File: src/rtl/adc_seq_pkg.sv
// Package: shared types and register map constants for the A/D sequencer.
// Assumes an 8-bit register bus with a 2-bit address.
package adc_seq_pkg;

    typedef enum logic [1:0] {
        ST_IDLE   = 2'd0,
        ST_SAMPLE = 2'd1,
        ST_APPROX = 2'd2
    } sar_state_t;

    localparam logic [1:0] ADDR_CTRL  = 2'd0;
    localparam logic [1:0] ADDR_INSEL = 2'd1;
    localparam logic [1:0] ADDR_RES   = 2'd2;
    localparam logic [1:0] ADDR_RESHI = 2'd3;

    localparam int CTRL_RUN_BIT = 7;
    localparam int CTRL_PWR_BIT = 0;
    localparam int CTRL_CODE_LO = 3;
    localparam int CODE_W       = 3;

endpackage

File: src/rtl/adc_seq_regs.sv
// Control and input-select registers.
// Decodes bus writes into run / power / step-rate / input fields and flags
// any write to either register so the sequencer can abort.
module adc_seq_regs
    import adc_seq_pkg::*;
#(
    parameter int CH_W = 2
) (
    input  logic              clk,
    input  logic              rst_n,
    input  logic              wr,
    input  logic [1:0]        addr,
    input  logic [7:0]        wdata,
    output logic              run,
    output logic              pwr,
    output logic [CODE_W-1:0] code,
    output logic [CH_W-1:0]   insel,
    output logic              cfg_wr
);

    logic unused_wdata;
    assign unused_wdata = ^wdata;

    // Flag any write that touches configuration.
    assign cfg_wr = wr && (addr == ADDR_CTRL || addr == ADDR_INSEL);

    // Register update on bus writes.
    always_ff @(posedge clk) begin
        if (!rst_n) begin
            run   <= 1'b0;
            pwr   <= 1'b0;
            code  <= '0;
            insel <= '0;
        end else if (wr && addr == ADDR_CTRL) begin
            run  <= wdata[CTRL_RUN_BIT];
            pwr  <= wdata[CTRL_PWR_BIT];
            code <= wdata[CTRL_CODE_LO +: CODE_W];
        end else if (wr && addr == ADDR_INSEL) begin
            insel <= wdata[CH_W-1:0];
        end
    end


    ctrl_write_chk: assert property (@(posedge clk) disable iff (!rst_n)
        (wr && addr == ADDR_CTRL) |=> (run == $past(wdata[CTRL_RUN_BIT]) && pwr == $past(wdata[CTRL_PWR_BIT])));

    insel_write_chk: assert property (@(posedge clk) disable iff (!rst_n)
        (wr && addr == ADDR_INSEL) |=> insel == $past(wdata[CH_W-1:0]));

endmodule

File: src/rtl/adc_seq_stab.sv
// Comparator settling timer.
// Counts STAB_CYC cycles after power is applied; drops at once when power
// is removed. Assumes STAB_CYC >= 1.
module adc_seq_stab #(
    parameter int STAB_CYC = 8
) (
    input  logic clk,
    input  logic rst_n,
    input  logic pwr,
    output logic stab_ok
);

    localparam int CNT_W = $clog2(STAB_CYC + 1);

    logic [CNT_W-1:0] cnt;

    // Count up while powered until the settling time is reached.
    always_ff @(posedge clk) begin
        if (!rst_n || !pwr) begin
            cnt     <= '0;
            stab_ok <= 1'b0;
        end else if (!stab_ok) begin
            if (cnt == CNT_W'(STAB_CYC - 1)) stab_ok <= 1'b1;
            else                             cnt     <= cnt + 1'b1;
        end
    end


    unpowered_unstable_chk: assert property (@(posedge clk) disable iff (!rst_n)
        !pwr |=> !stab_ok);

endmodule

File: src/rtl/adc_seq_sar.sv
// Conversion sequencer and successive-approximation search.
// Runs sampling then RES_W binary steps, each 2^(code+1) cycles long, and
// repeats while run stays set. A configuration write aborts to idle.
// Marks a conversion bad when it began before the comparator settled.
module adc_seq_sar
    import adc_seq_pkg::*;
#(
    parameter int RES_W      = 10,
    parameter int SAMPLE_CYC = 4
) (
    input  logic              clk,
    input  logic              rst_n,
    input  logic              run,
    input  logic              cfg_wr,
    input  logic              stab_ok,
    input  logic [CODE_W-1:0] code,
    input  logic              cmp_in,
    output logic [RES_W-1:0]  dac_code,
    output logic              active,
    output logic              done,
    output logic [RES_W-1:0]  done_val,
    output logic              done_bad
);

    localparam int BIT_W     = $clog2(RES_W);
    localparam int STEP_LOG2 = (1 << CODE_W) + 1;
    localparam int SMP_W     = $clog2(SAMPLE_CYC + 1);
    localparam int CNT_W     = (SMP_W > STEP_LOG2) ? SMP_W + 1 : STEP_LOG2 + 1;

    sar_state_t       state;
    logic [CNT_W-1:0] cnt;
    logic [BIT_W-1:0] bidx;
    logic [RES_W-1:0] acc;
    logic             bad;
    logic [CNT_W-1:0] step_last;
    logic [RES_W-1:0] trial;
    logic [RES_W-1:0] acc_next;
    logic             last_step;

    // Step length decode: 2^(code+1) cycles per binary step.
    always_comb step_last = (CNT_W'(1) << ({1'b0, code} + 4'd1)) - CNT_W'(1);

    // Trial code and comparator-driven next partial result.
    assign trial     = acc | (RES_W'(1) << bidx);
    assign acc_next  = cmp_in ? trial : acc;
    assign last_step = (cnt == step_last);

    assign dac_code = (state == ST_APPROX) ? trial : '0;
    assign active   = (state != ST_IDLE);
    assign done     = (state == ST_APPROX) && last_step && (bidx == '0);
    assign done_val = acc_next;
    assign done_bad = bad;

    // Phase sequencing and bit search.
    always_ff @(posedge clk) begin
        if (!rst_n) begin
            state <= ST_IDLE;
            cnt   <= '0;
            bidx  <= '0;
            acc   <= '0;
            bad   <= 1'b0;
        end else if (cfg_wr || !run) begin
            state <= ST_IDLE;
            cnt   <= '0;
            acc   <= '0;
        end else begin
            case (state)
                ST_IDLE: begin
                    state <= ST_SAMPLE;
                    cnt   <= '0;
                    acc   <= '0;
                    bad   <= !stab_ok;
                end
                ST_SAMPLE: begin
                    if (cnt == CNT_W'(SAMPLE_CYC - 1)) begin
                        state <= ST_APPROX;
                        cnt   <= '0;
                        bidx  <= BIT_W'(RES_W - 1);
                    end else begin
                        cnt <= cnt + 1'b1;
                    end
                end
                ST_APPROX: begin
                    if (last_step) begin
                        cnt <= '0;
                        if (bidx == '0) begin
                            state <= ST_SAMPLE;
                            acc   <= '0;
                            bad   <= !stab_ok;
                        end else begin
                            acc  <= acc_next;
                            bidx <= bidx - 1'b1;
                        end
                    end else begin
                        cnt <= cnt + 1'b1;
                    end
                end
                default: state <= ST_IDLE;
            endcase
        end
    end


    abort_to_idle_chk: assert property (@(posedge clk) disable iff (!rst_n)
        cfg_wr |=> state == ST_IDLE);

    stopped_idle_chk: assert property (@(posedge clk) disable iff (!rst_n)
        !run |=> !active);

    msb_first_chk: assert property (@(posedge clk) disable iff (!rst_n)
        $rose(state == ST_APPROX) |-> bidx == BIT_W'(RES_W - 1));

    sample_hold_chk: assert property (@(posedge clk) disable iff (!rst_n)
        (state == ST_SAMPLE && run && !cfg_wr && cnt != CNT_W'(SAMPLE_CYC - 1)) |=> state == ST_SAMPLE);

endmodule

File: src/rtl/adc_seq_result.sv
// Result register and conversion-end interrupt.
// Commits a finished, valid conversion unless a configuration write lands
// in the same cycle; defers the commit one cycle when a result read lands
// in that cycle. Assumes conversions are at least three cycles apart.
module adc_seq_result #(
    parameter int RES_W = 10
) (
    input  logic             clk,
    input  logic             rst_n,
    input  logic             done,
    input  logic [RES_W-1:0] done_val,
    input  logic             done_bad,
    input  logic             cfg_wr,
    input  logic             rd_res,
    output logic [RES_W-1:0] result,
    output logic             irq
);

    logic             pend;
    logic [RES_W-1:0] pend_val;
    logic             commit_ok;

    assign commit_ok = done && !cfg_wr && !done_bad;

    // Result commit with read deferral and interrupt pulse.
    always_ff @(posedge clk) begin
        if (!rst_n) begin
            result   <= '0;
            irq      <= 1'b0;
            pend     <= 1'b0;
            pend_val <= '0;
        end else begin
            irq  <= 1'b0;
            pend <= 1'b0;
            if (pend) begin
                result <= pend_val;
                irq    <= 1'b1;
            end else if (commit_ok && rd_res) begin
                pend     <= 1'b1;
                pend_val <= done_val;
            end else if (commit_ok) begin
                result <= done_val;
                irq    <= 1'b1;
            end
        end
    end


    irq_pulse_chk: assert property (@(posedge clk) disable iff (!rst_n)
        irq |=> !irq);

    result_irq_chk: assert property (@(posedge clk) disable iff (!rst_n)
        (result != $past(result)) |-> irq);

    cfg_cancel_chk: assert property (@(posedge clk) disable iff (!rst_n)
        (done && cfg_wr) |=> (!irq && $stable(result)));

    bad_drop_chk: assert property (@(posedge clk) disable iff (!rst_n)
        (done && done_bad) |=> !irq);

    read_defer_chk: assert property (@(posedge clk) disable iff (!rst_n)
        (commit_ok && rd_res) |=> (!irq && $stable(result)));

    read_late_irq_chk: assert property (@(posedge clk) disable iff (!rst_n)
        (commit_ok && rd_res) |-> ##2 irq);

endmodule

File: src/rtl/adc_seq.sv
// Top of the A/D conversion sequencer.
// Ties register file, settling timer, search sequencer and result stage to
// a byte-wide register bus; read data is combinational from the address.
// Assumes RES_W >= 8 and N_CH a power of two.
module adc_seq
    import adc_seq_pkg::*;
#(
    parameter int RES_W      = 10,
    parameter int N_CH       = 4,
    parameter int SAMPLE_CYC = 4,
    parameter int STAB_CYC   = 8
) (
    input  logic                    clk,
    input  logic                    rst_n,
    input  logic                    bus_wr,
    input  logic                    bus_rd,
    input  logic [1:0]              bus_addr,
    input  logic [7:0]              bus_wdata,
    output logic [RES_W-1:0]        bus_rdata,
    input  logic                    cmp_in,
    output logic                    cmp_pwr,
    output logic                    conv_active,
    output logic [$clog2(N_CH)-1:0] ana_sel,
    output logic [RES_W-1:0]        dac_code,
    output logic                    irq
);

    localparam int CH_W = $clog2(N_CH);
    localparam int HI_W = 8;

    logic              run;
    logic              pwr;
    logic [CODE_W-1:0] code;
    logic [CH_W-1:0]   insel;
    logic              cfg_wr;
    logic              stab_ok;
    logic              done;
    logic [RES_W-1:0]  done_val;
    logic              done_bad;
    logic [RES_W-1:0]  result;
    logic              rd_res;

    adc_seq_regs #(.CH_W(CH_W)) u_regs (
        .clk(clk), .rst_n(rst_n), .wr(bus_wr), .addr(bus_addr), .wdata(bus_wdata),
        .run(run), .pwr(pwr), .code(code), .insel(insel), .cfg_wr(cfg_wr)
    );

    adc_seq_stab #(.STAB_CYC(STAB_CYC)) u_stab (
        .clk(clk), .rst_n(rst_n), .pwr(pwr), .stab_ok(stab_ok)
    );

    adc_seq_sar #(.RES_W(RES_W), .SAMPLE_CYC(SAMPLE_CYC)) u_sar (
        .clk(clk), .rst_n(rst_n), .run(run), .cfg_wr(cfg_wr), .stab_ok(stab_ok),
        .code(code), .cmp_in(cmp_in), .dac_code(dac_code), .active(conv_active),
        .done(done), .done_val(done_val), .done_bad(done_bad)
    );

    adc_seq_result #(.RES_W(RES_W)) u_result (
        .clk(clk), .rst_n(rst_n), .done(done), .done_val(done_val),
        .done_bad(done_bad), .cfg_wr(cfg_wr), .rd_res(rd_res),
        .result(result), .irq(irq)
    );

    assign rd_res  = bus_rd && (bus_addr == ADDR_RES || bus_addr == ADDR_RESHI);
    assign cmp_pwr = pwr;
    assign ana_sel = insel;

    // Read data multiplexer.
    always_comb begin
        case (bus_addr)
            ADDR_CTRL:  bus_rdata = RES_W'({run, 1'b0, code, 2'b00, pwr});
            ADDR_INSEL: bus_rdata = RES_W'(insel);
            ADDR_RES:   bus_rdata = result;
            default:    bus_rdata = RES_W'(result[RES_W-1 -: HI_W]);
        endcase
    end

endmodule

File: config.mk
export PLATFORM = sky130hd
export DESIGN_NAME = adc_seq
export DESIGN_NICKNAME = d
export VERILOG_FILES = /design/src/rtl/adc_seq_pkg.sv /design/src/rtl/adc_seq_regs.sv /design/src/rtl/adc_seq_stab.sv /design/src/rtl/adc_seq_sar.sv /design/src/rtl/adc_seq_result.sv /design/src/rtl/adc_seq.sv
export SDC_FILE = /design/constraint.sdc
export NUM_CORES = 1
export LEC_CHECK = 0
export ABC_AREA = 1
export ABC_CLOCK_PERIOD_IN_PS = 2800
export BUFFER_PORTS_ARGS = -buffer_cell sky130_fd_sc_hd__buf_2
export CORE_AREA = 2 2 103 95
export CTS_CLUSTER_SIZE = 40
export DETAILED_ROUTE_END_ITERATION = 10
export DIE_AREA = 0 0 105 97
export PLACE_DENSITY_LB_ADDON = 0.25
export RECOVER_POWER = 100
export SETUP_SLACK_MARGIN = 0.4
export SYNTH_ARGS = -nofsm -noshare
export SYNTH_HDL_FRONTEND = slang
export SYNTH_SLANG_ARGS = --single-unit
File: constraint.sdc
create_clock -name clk -period 2.8 [get_ports clk]
set_input_delay 0.56 -clock clk [delete_from_list [all_inputs] [get_ports clk]]
set_output_delay 0.56 -clock clk [all_outputs]
set_load 0.005 [all_outputs]
# --- After elaboration in Yosys (flattened, before gate mapping) ---
# Index checks and enable logic that the tools add are counted.
classes:
  eq_ne: 13
  add_sub_neg: 5
  multipliers: 0
  shift: 2
  magnitude_cmp: 0
  n_div: 0
  n_reduce_logical: 37
  mux: 29
  bitwise: 7
ops:
  columns: ["operator", "count"]
  rows:
  - ["2-to-1 mux 10 bit", 9]
  - ["one-hot mux 10 bit (3 select lines)", 2]
  - ["one-hot mux 10 bit (2 select lines)", 1]
  - ["<< shifter 1 x 4 -> 10 bit (first input constant)", 2]
  - ["2-to-1 mux 4 bit", 3]
  - ["adder 10 x 1 -> 10 bit (second input constant)", 1]
  - ["equality test 10 bit", 1]
  - ["equality test 10 x 2 -> 1 bit (second input constant)", 1]
  - ["OR 10 bit", 1]
  - ["AND reduction 2 bit", 5]
  - ["subtractor 10 x 2 -> 10 bit (second input constant)", 1]
  - ["logical AND 1 bit", 9]
  - ["2-to-1 mux 1 bit", 8]
  - ["one-hot mux 4 bit (2 select lines)", 1]
  - ["nonzero test 2 bit", 4]
  - ["equality test 2 bit (second input constant)", 3]
  - ["zero test 1 bit", 6]
  - ["2-to-1 mux 2 bit", 3]
  - ["!= test 2 x 1 -> 1 bit (second input constant)", 3]
  - ["NOT 1 bit", 6]
  - ["one-hot mux 2 bit (3 select lines)", 1]
  - ["AND reduction 5 bit", 1]
  - ["adder 3 x 1 -> 4 bit (second input constant)", 1]
  - ["adder 4 x 1 -> 4 bit (second input constant)", 1]
  - ["other kinds (12)", 19]
word_totals:
  out_inout_bits: 25
  ff_bits: 61
  elab_cells: 108
  in_bits: 15
  ram_bits: 0
  n_memories: 0
  rom_bits: 0
  latchBits: 0

# --- Depth between registers and ports, before layout ---
# Gate-level depths: netlist (run 1).
depth:
  depth_word: 11
  depth_mapped: 16
  ltp_nobuf: 14

# --- Modules after synthesis ---
# From an unflattened synthesis (run 1), not the netlist that was laid out.
hier_totals:
  hier_cells: 604
  hier_area_um2: 3737.3
by_module_without_submodules:
  columns: ["module", "area_each_um2", "instances", "cells_each", "seq_area_each_um2"]
  rows:
  - ["adc_seq_sar", 1959.4, 1, 325, 540.5]
  - ["adc_seq_result", 1028.5, 1, 155, 440.4]
  - ["adc_seq_regs", 321.6, 1, 48, 140.1]
  - ["adc_seq_stab", 242.7, 1, 34, 100.1]
  - ["adc_seq", 185.2, 1, 42, 0.0]

# --- Worst setup path after synthesis (run 1) ---
# No wires, ideal clock.
synth_path:
  path_kind: "register -> register"
  from: "reg u_regs.code[2]"
  to: "reg u_sar.acc[0]"
  slack_ps: 788
  t_arrival_ps: 1904
  n_path_buf: 2
  stages_incl_launch_ff: 16
  setup_ps: 109
  t_required_ps: 2691
  synth_period_minus_slack_ps: 2012
  cell_sequence: "dfxtp_1 > buf_6 > nor2_2 > nand2_1 > ha_1 > nand2_1 > nand2_1 > nand2_1 > nor2_1 > nand3_1 > o21ai_4 > and2_1 > buf_4 > nand2_1 > nand2_1 > inv_1"
synth_between:
  elab_chain_len: 6
synth_lines:
  columns: ["element", "line", "rtl"]
  rows:
  - ["start: declaration", "adc_seq_regs.sv:16", "output logic [CODE_W-1:0] code,"]
  - ["start signal: assignment", "adc_seq_regs.sv:37", "code <= wdata[CTRL_CODE_LO +: CODE_W];"]
  - ["adder 3 x 1 -> 4 bit", "adc_seq_sar.sv:41", "always_comb step_last = (CNT_W'(1) << ({1'b0, code} + 4'd1)) - CNT_W'(1);"]
  - ["<< shifter 1 x 4 -> 10 bit", "adc_seq_sar.sv:41", null]
  - ["subtractor 10 x 2 -> 10 bit", "adc_seq_sar.sv:41", null]
  - ["equality test 10 bit", "adc_seq_sar.sv:46", "assign last_step = (cnt == step_last);"]
  - ["!= test 2 x 1 -> 1 bit (no source line)", null, null]
  - ["AND reduction 2 bit (no source line)", null, null]
  - ["end signal: assignment", "adc_seq_sar.sv:91", "acc <= acc_next;"]
  - ["end: declaration", "adc_seq_sar.sv:33", "logic [RES_W-1:0] acc;"]
# Every way passes these cells.
# A chain may end at the register's enable or synchronous reset.

# --- Worst setup path in the final report (run 1) ---
layout_path:
  from: "reg u_sar.state[0]"
  to: "out dac_code[3]"
layout_between:
  elab_chain_len: 2
layout_lines:
  columns: ["element", "line", "rtl"]
  rows:
  - ["start: declaration", "adc_seq_sar.sv:30", "sar_state_t state;"]
  - ["start signal: assignment", "adc_seq_sar.sv:57", "state <= ST_IDLE;"]
  - ["start signal: assignment", "adc_seq_sar.sv:63", "state <= ST_IDLE;"]
  - ["start signal: assignment", "adc_seq_sar.sv:69", "state <= ST_SAMPLE;"]
  - ["equality test 2 bit", "adc_seq_sar.sv:48", "assign dac_code = (state == ST_APPROX) ? trial : '0;"]
  - ["2-to-1 mux 10 bit", "adc_seq_sar.sv:48", null]
  - ["end: declaration", "adc_seq.sv:24", "output logic [RES_W-1:0] dac_code,"]
# Every way passes these cells.

==> results.md, run 1 <==
* Fill count at 980
* Post-synth top cells: nand2_1, nor2_1, nand3_1, dfxtp_1, inv_1
* First-pass GRT wire length at 14900 µm
* RSZ-0062 raised after global routing: false
* Count leader, synth: nand2_1
* Synthesis Warnings at 0
* Synth area leader: dfxtp_1
* Standard-cell row count at 33
* CTS Sinks at 61
* Layout area overhead at 14.8%
* Grt ovf at 0
* Fin util at between 40 and 50%
* Vias in the first global route at 3213
* Critical path launch point type: flip-flop
* Die Ht at 97 µm
* Initial antenna violation count at 0
* Vias per cell at 4.89
* R2R depth at 14
* Number of H-tree levels at 3
* Tot GR Track Use at between 10% and 20%
* Share of cells above drive strength 1 at a little over a tenth
* Final setup TNS at 0 ns
* Post-synth ARST share at 0%
* Power per Cell Area at 456 nW/µm²
* Setup WS pre-CTS at 0.423 ns
* CORE AREA at 9000 µm²
* Leak pwr at 0.00197 µW
* Number of synthesized flops with an enable pin at 0
* Synth top area share at 34.0%
* Root Driver: clkbuf_8
* Switching Fraction at approximately a quarter
* Crit-path cells: inv_1, ha_1, clkinvlp_4, clkbuf_1, nor2_1, clkbuf_1
* Most frequent CP cell: clkbuf_1
* Final wirelength at 8760 µm
* WP data required at 2.24 ns
* Syn_nets at roughly 600
* CTS tree: done
* Critical path arrival at roughly 1.9 ns
* Worst IR Drop VDD at 163 µV
* Final ANT Viol Nets at 0
* Die Wd at 105 µm
* Int Power at 1420 µW
* Total power at 1880 µW
* Multi-input gate area at 2000 µm²
* Drt first-iter violations at 189
* Achievable frequency at 407 MHz
* Clock period minus worst slack at 2.46 ns
* Post-synth cell types at 37
* Hold crit path type: in2reg
* Combinational share of power at 5.9%
* GP Congestion at ~0.87
* Antenna fix cells at 0
* Pins Over Slew Limit at 0
* Max Cap Viol at 0
* Worst Setup SP: u_sar.state[0]
* Critical path's slowest cell: dfxtp_1
* Syn avg cell area at 6.32 µm²
* Final Hold Fails at 0
* CP Class: reg2out
* Hold Path Stages at 3
* Final WS setup at 0.340 ns
* # hold bufs at CTS at 0
* Buffers on Ports at 37
* Residual DRC count at 0
* Hold_ws at 0.457 ns
* Setup Skew at slightly below 0.01 ns
* Share of power burned in registers at 46.8%
* Area contributors post-synth: dfxtp_1, nand2_1, nand3_1
* Hpwl dp at between 6000 and 7000 µm
* Worst-path fanout max at 11
* Final setup viols at 0
* Ys flop type: dfxtp_1
* Fin crit share at 87.9%
* CP peak stage delay at around 0.38 ns
* Final #Nets at 636
* Clock power frac at 47.2%
* CP Capture Type: output pin
* Drt wl/cell at around 12 µm
* Die area at 10200 µm²
* Status: complete, no violations
* NetSw at 463 µW
* R2R Path Start: u_regs.code[0]
* Clk_lat worst skew at around 0.35 ns
* Pin count of the biggest net entering global routing at 28
* Clock Pin Slew Worst Setup and Hold Paths at 0.07 ns
* Register area share after synthesis at 34.0%
* Least-Margin Pin Slew at 0.846 ns
* Hold Startpoint: bus_wdata[4]
* Drt first pass iters at 5
* Sequential cell area at 1220 µm²
* IO Count at 40
* #FFs+latches synth at 61
* Clock Tree Buf Depth at 2
* Slew HR at 43.6%
* Routed vias at 3592
* Mapped Area at 3590 µm²
* Number of CTS-inserted buffers at 9
* Starting density of the core at between 30% and 40%
* Post-synthesis instance total at approximately 570
stage by stage:
| step | instances | area, µm² |
|---|---|---|
| 2_1_floorplan | 568 | 3590 |
| 3_3_place_gp | 714 | 3880 |
| 3_5_place_dp | 714 | 3880 |
| 4_1_cts | 732 | 4130 |
| 5_1_grt | 735 | 4120 |
| 6_report | 735 | 4120 |
sequential cells by signal (all words and copies together) (netlist names):
signal / flops
u_regs.insel: 2
u_sar.bidx: 4
u_sar.acc: 10
u_regs.pwr: 1
u_stab.cnt: 4
u_result.pend: 1
u_result.irq: 1
u_result.pend_val: 10
u_regs.code: 3
u_sar.done_bad: 1
u_stab.stab_ok: 1
u_sar.cnt: 10
u_result.result: 10
u_regs.run: 1
u_sar.state: 2
placed cells by master (no fill, tap or decap), drive strengths merged, types with 8 or more instances in the layout:
cell type | Yosys | layout
o21ai | 25 | 25
nand2 | 149 | 149
nand3 | 68 | 68
buf | 8 | 30
a21oi | 35 | 35
clkbuf | 14 | 29
dfxtp | 61 | 61
ha | 13 | 13
inv | 62 | 62
nor2 | 93 | 94
a31oi | 8 | 8
layer usage:
layer	up-vias	track usage [%]	wire, µm
met5	-	0	0
met4	0	6.56	102
met3	8	3.23	438
met2	85	26.8	3760
met1	1601	25.0	4460
li1	1898	-	-
worst max-delay path: cells and delay by family (launching register included):
family                     cells  cell delay (ns)
adders and majority gates      1             0.31
buffers and inverters          4             0.72
and+or+nand+nor                1             0.14
DFF                            1             0.38
final timing paths:
kind,to,slack [ns]
worst max-delay path,dac_code[3],0.34
worst min-delay path,u_regs.code[1],0.46
worst max register to register,u_sar.cnt[2],0.41
worst min register to register,u_result.pend_val[9],0.47
cell type report:
type                            instances  share of cell area [%]
Tap cell                              122                    3.70
Inverter                               65                    6.01
Multi-Input combinational cell        421                    48.6
Sequential cell                        61                    29.7
Clock inverter                          7                    2.40
Clock buffer                            9                    3.01
Timing Repair Buffer                   50                    6.62
cells by family after synthesis:
| family | Yosys count | synth area share (%) |
|---|---|---|
| flip-flops | 61 | 34.0 |
| AO/OA/AOI/OAI | 76 | 12.2 |
| buffers and inverters | 87 | 9.90 |
| other | 1 | 0.104 |
| AND/OR/NAND/NOR | 327 | 38.6 |
| adder cells (fa/ha/maj) | 13 | 4.53 |
| XOR/XNOR | 3 | 0.732 |
power groups by stage:
stage	sequential [µW]	clock, µW	combinational [µW]
final	881	888	112
after global routing	881	941	128
after CTS	880	906	113
after detailed placement	901	0	112
after global placement	900	0	111
after floorplan	898	0	81.0
timing repair:
item / CTS / global route
gates resized for setup: 2 / 4
setup endpoints to repair: 2 / 33
cloned: 0 / 1
pin swaps: 0 / 2
setup buffers: 2 / 2
(Power assumes the default switching activity.)
==> run 2, diff against run 1 <==
--- a/config.mk
+++ b/config.mk
@@ -13,7 +13,6 @@
 export DETAILED_ROUTE_END_ITERATION = 10
 export DIE_AREA = 0 0 105 97
 export PLACE_DENSITY_LB_ADDON = 0.25
-export RECOVER_POWER = 100
 export SETUP_SLACK_MARGIN = 0.4
 export SYNTH_ARGS = -nofsm -noshare
 export SYNTH_HDL_FRONTEND = slang
==> results.md, run 2 (synthesized netlist as in run 1, its figures left out) <==
* Critical path arrival at 1.73 ns
* Worst Setup SP: u_sar.state[0]
* Reg2Reg Capture Point: u_result.pend_val[4]
* Clock Pin Slew Worst Setup and Hold Paths at 0.07 ns
* Buffers on Ports at 37
* Vias in the first global route at 3213
* CORE AREA at roughly 9000 µm²
* Power per Cell Area at around 450 nW/µm²
* Share of cells above drive strength 1 at about 14%
* CP Capture Type: output pin
* Tot GR Track Use at ~18%
* Leak pwr at 0.00203 µW
* Fin crit share at 81.8%
* Number of H-tree levels at 3
* CTS Sinks at slightly above 60
* Hold_ws at between 0.4 and 0.5 ns
* Hpwl dp at about 6400 µm
* Antenna fix cells at 0
* Hold crit path type: in2reg
* Root Driver: clkbuf_8
* Drt first pass iters at 5
* IO Count at 40
* R2R Path Start: u_regs.code[0]
* CTS tree: done
* RSZ-0062 raised after global routing: false
* Worst IR Drop VDD at 163 µV
* Fin util at 46.3%
* Status: complete, no violations
* Die Wd at between 100 and 150 µm
* Hold Path Stages at 3
* Die Ht at 97 µm
* Commonest non-fill, non-tap cell in the layout: nand2_1
* Pins Over Slew Limit at 0
* Standard-cell row count at 33
* Starting density of the core at 39.9%
* Final wirelength at slightly below 9000 µm
* Pin count of the biggest net entering global routing at 28
* Drt wl/cell at between 10 and 15 µm
* Drt first-iter violations at between 100 and 150
* Clock Tree Buf Depth at 2
* Vias per cell at 4.89
* Achievable frequency at approximately 440 MHz
* First-pass GRT wire length at between 10000 and 15000 µm
* Total power at 1890 µW
* R2R depth at 14
* WP data required at 2.24 ns
* Routed vias at 3591
* Grt ovf at 0
* Final setup TNS at 0 ns
* CP Class: reg2out
* Critical path launch point type: flip-flop
* Clk_lat worst skew at roughly 0.35 ns
* Layout area overhead at 16.2%
* Die area at 10200 µm²
* Clock period minus worst slack at roughly 2.3 ns
* Number of CTS-inserted buffers at 9
* Final ANT Viol Nets at 0
* Max Cap Viol at 0
* GP Congestion at ~0.87
* Initial antenna violation count at 0
* Commonest non-fill, non-tap cells in the layout: nand2_1, nor2_1, nand3_1, inv_1, dfxtp_1
* Final #Nets at roughly 640
* Worst-path fanout max at 11
* Residual DRC count at 0
* Setup Skew at 0.0102 ns
* Final Hold Fails at 0
* Worst setup path endpoint: dac_code[3]
* Final setup viols at 0
* Reg2reg setup slack at 0.58 ns
-- run 2: power by group --
part	internal, µW	switching, µW
sequential	874	6.78
clock	505	385
combinational	39.1	75.0
-- run 2: worst min path at each step --
| stage | startpoint | to | slack (ns) |
|---|---|---|---|
| final | bus_wdata[4] | u_regs.code[1] | 0.46 |
| after global routing | bus_wdata[4] | u_regs.code[1] | 0.47 |
| after CTS | bus_wdata[7] | u_regs.run | 0.45 |
| after detailed placement | u_result.pend_val[5] | u_result.pend_val[5] | 0.46 |
| after global placement | u_sar.acc[9] | u_sar.acc[9] | 0.46 |
| after floorplan | u_sar.acc[9] | u_sar.acc[9] | 0.44 |
-- run 2: what timing repair did --
item                                    in CTS  in global routing
hold buffers                                 0                  0
buffers inserted                             2                  2
gates cloned                                 0                  1
endpoints found under the setup margin       2                 33
gates resized for setup                      2                  4
pin swaps                                    0                  2
-- run 2: critical path, cell delays in order, from the launching register on --
cell	delay, ns
dfxtp_1	0.34
inv_1	0.11
ha_2	0.31
clkinvlp_4	0.14
buf_4	0.18
nor2_1	0.17
buf_2	0.14
-- run 2: cell type report --
class,instances,area (µm²)
timing repair buffer,50,295
clock buffer,9,124
fill,972,4830
sequential,61,1220
clock inverter,7,98.8
multi-input combinational,421,2030
inverter,65,248
tap,122,153
-- run 2: stage by stage --
step	cell area (µm²)	setup WS [ns]	std cells
floorplan	3590	0.788	568
CTS	4130	0.407	732
global placement	3880	0.440	714
global route	4170	0.392	735
finish	4170	0.510	735
detailed placement	3880	0.423	714
-- run 2: routing by layer --
layer  track usage (%)  share of wire (%)  vias to the layer above  wire length [µm]
met1              25.0                 51                     1601              4520
met2              26.8                 43                       76              3730
met4              6.56                1.8                        0               155
met5                 0                  0                        -                 0
met3              3.23                4.3                       13               373
li1                  -                  -                     1901                 -
==> run 3, diff against run 2 <==
--- a/config.mk
+++ b/config.mk
@@ -6,7 +6,7 @@
 export NUM_CORES = 1
 export LEC_CHECK = 0
 export ABC_AREA = 1
-export ABC_CLOCK_PERIOD_IN_PS = 2800
+export ABC_CLOCK_PERIOD_IN_PS = 2180
 export BUFFER_PORTS_ARGS = -buffer_cell sky130_fd_sc_hd__buf_2
 export CORE_AREA = 2 2 103 95
 export CTS_CLUSTER_SIZE = 40
==> constraint.sdc (replaced) <==
create_clock -name clk -period 2.18 [get_ports clk]
set_input_delay 0.436 -clock clk [delete_from_list [all_inputs] [get_ports clk]]
set_output_delay 0.436 -clock clk [all_outputs]
set_load 0.005 [all_outputs]
==> results.md, run 3 (synthesized netlist as in run 1, its figures left out) <==
* Status: complete, no violations
* Setup WS pre-CTS at 0.100 ns
* Antenna fix cells at 0
* CTS Sinks at 61
* Critical path launch point type: flip-flop
* Grt ovf at 0
* Hold crit path type: in2reg
* Routed vias at 3860
* CTS tree: done
* Fin crit share at 92.2%
* Crit-path cells: nor2_4, nand2_2, ha_4, nand2_2, nand2_2, nand2_2, nor2_2, nand3_2, o21ai_4, buf_6, and2_4, nand2_1, nand2_1, inv_1
* Sequential cell area at 1240 µm²
* RSZ-0062 raised after global routing: true
* Commonest non-fill, non-tap cell in the layout: nand2_1
* Clk_lat worst skew at 0.34 ns
* CP Capture Type: flip-flop
* Final Hold Fails at 0
* Root Driver: clkbuf_8
* Fill count at 874
* Commonest non-fill, non-tap cells in the layout: nand2_1, nor2_1, inv_1, nand3_1, dfxtp_1
* Die Wd at 105 µm
* Most frequent CP cell: nand2_2
* Hpwl dp at approximately 6600 µm
* Setup Skew at 0.00759 ns
* WP buf/inv at 2
* Worst Setup SP: u_regs.code[1]
* CP Class: reg2reg
* Worst-path fanout max at 6
* Initial antenna violation count at 0
* Max Cap Viol at 0
* Total power at 2460 µW
* Clock Pin Slew Worst Setup and Hold Paths at 0.07 ns
* Number of H-tree levels at 3
* Drt first pass iters at 6
* First-pass GRT wire length at between 15000 and 20000 µm
* R2R Path Start: u_regs.code[1]
* Tot GR Track Use at 18.8%
* IO Count at 40
* Die Ht at about 97 µm
* Drt first-iter violations at 210
* Residual DRC count at 0
* Critical path's slowest cell: dfxtp_2
* Final wirelength at 10200 µm
* Achievable frequency at 498 MHz
* GP Congestion at around 0.9
* Pin count of the biggest net entering global routing at 28
* Vias per cell at 5.01
* CP peak stage delay at 0.34 ns
* Final setup TNS at 0 ns
* Hold Startpoint: bus_wdata[4]
* Final setup viols at 0
* Vias in the first global route at about 3400
* Number of CTS-inserted buffers at 9
* Crit path max-delay family: simple AND/OR/NAND/NOR gates
* Layout area overhead at 36.9%
* WP data required at approximately 2.4 ns
* Leak pwr at 0.00232 µW
* Final WS setup at 0.170 ns
* Clock period minus worst slack at 2.01 ns
* Final ANT Viol Nets at 0
* Buffers on Ports at 37
* Critical path arrival at 2.25 ns
* Starting density of the core at 39.9%
* Power per Cell Area at 501 nW/µm²
* Drt wl/cell at around 13 µm
* CORE AREA at 9000 µm²
* Die area at between 10000 and 15000 µm²
* Pins Over Slew Limit at 0
* Clock Tree Buf Depth at 2
* Final #Nets at 671
* Share of cells above drive strength 1 at 31.0%
* Multi-input gate area at 2450 µm²
* Hold_ws at 0.341 ns
* Standard-cell row count at 33
* Worst IR Drop VDD at ~210 µV
-- run 3: through the flow --
step / cells / cell area (µm²) / util (%)
final: 770 / 4920 / 54.6
after global routing: 770 / 4920 / 54.6
after CTS: 756 / 4490 / 49.9
after detailed placement: 720 / 3960 / 44.0
after global placement: 720 / 3960 / 44.0
after floorplan: 568 / 3620 / -
-- run 3: cell type report --
class	count	area share [%]
multi-input combinational	422	49.8
sequential	61	25.2
timing repair buffer	84	12.2
inverter	65	5.17
tap	122	3.11
clock buffer	9	2.52
clock inverter	7	2.04
-- run 3: final timing paths --
| kind | to | cells after the start | slack (ns) |
|---|---|---|---|
| max | u_sar.acc[0] | 14 | 0.17 |
| min | u_regs.code[1] | 3 | 0.34 |
| max reg2reg | u_sar.acc[0] | 14 | 0.17 |
| min reg2reg | u_result.pend_val[7] | 2 | 0.46 |
-- run 3: per-layer routing --
metal	up-vias	wire length, µm	track usage, %
li1	1973	-	-
met1	1764	4900	25.9
met2	111	4630	29.5
met3	12	494	4.51
met4	0	147	4.72
met5	-	0	0
-- run 3: where the power goes --
group | switching [µW] | internal, µW | total, µW
sequential | 8.38 | 1120 | 1130
clock | 493 | 647 | 1140
combinational | 118 | 74.3 | 193
-- run 3: timing repair --
item	4_1_cts	5_1_grt
resized for setup	55	77
pin swaps	29	29
hold buffers	0	0
cloned	2	4
buffers inserted	18	10
setup endpoints to repair	60	60
-- run 3: tightest hold or removal path, delay by kind of cell --
family                 cells  cell delay, ns
AND/OR/NAND/NOR            2            0.13
buffers and inverters      1            0.08
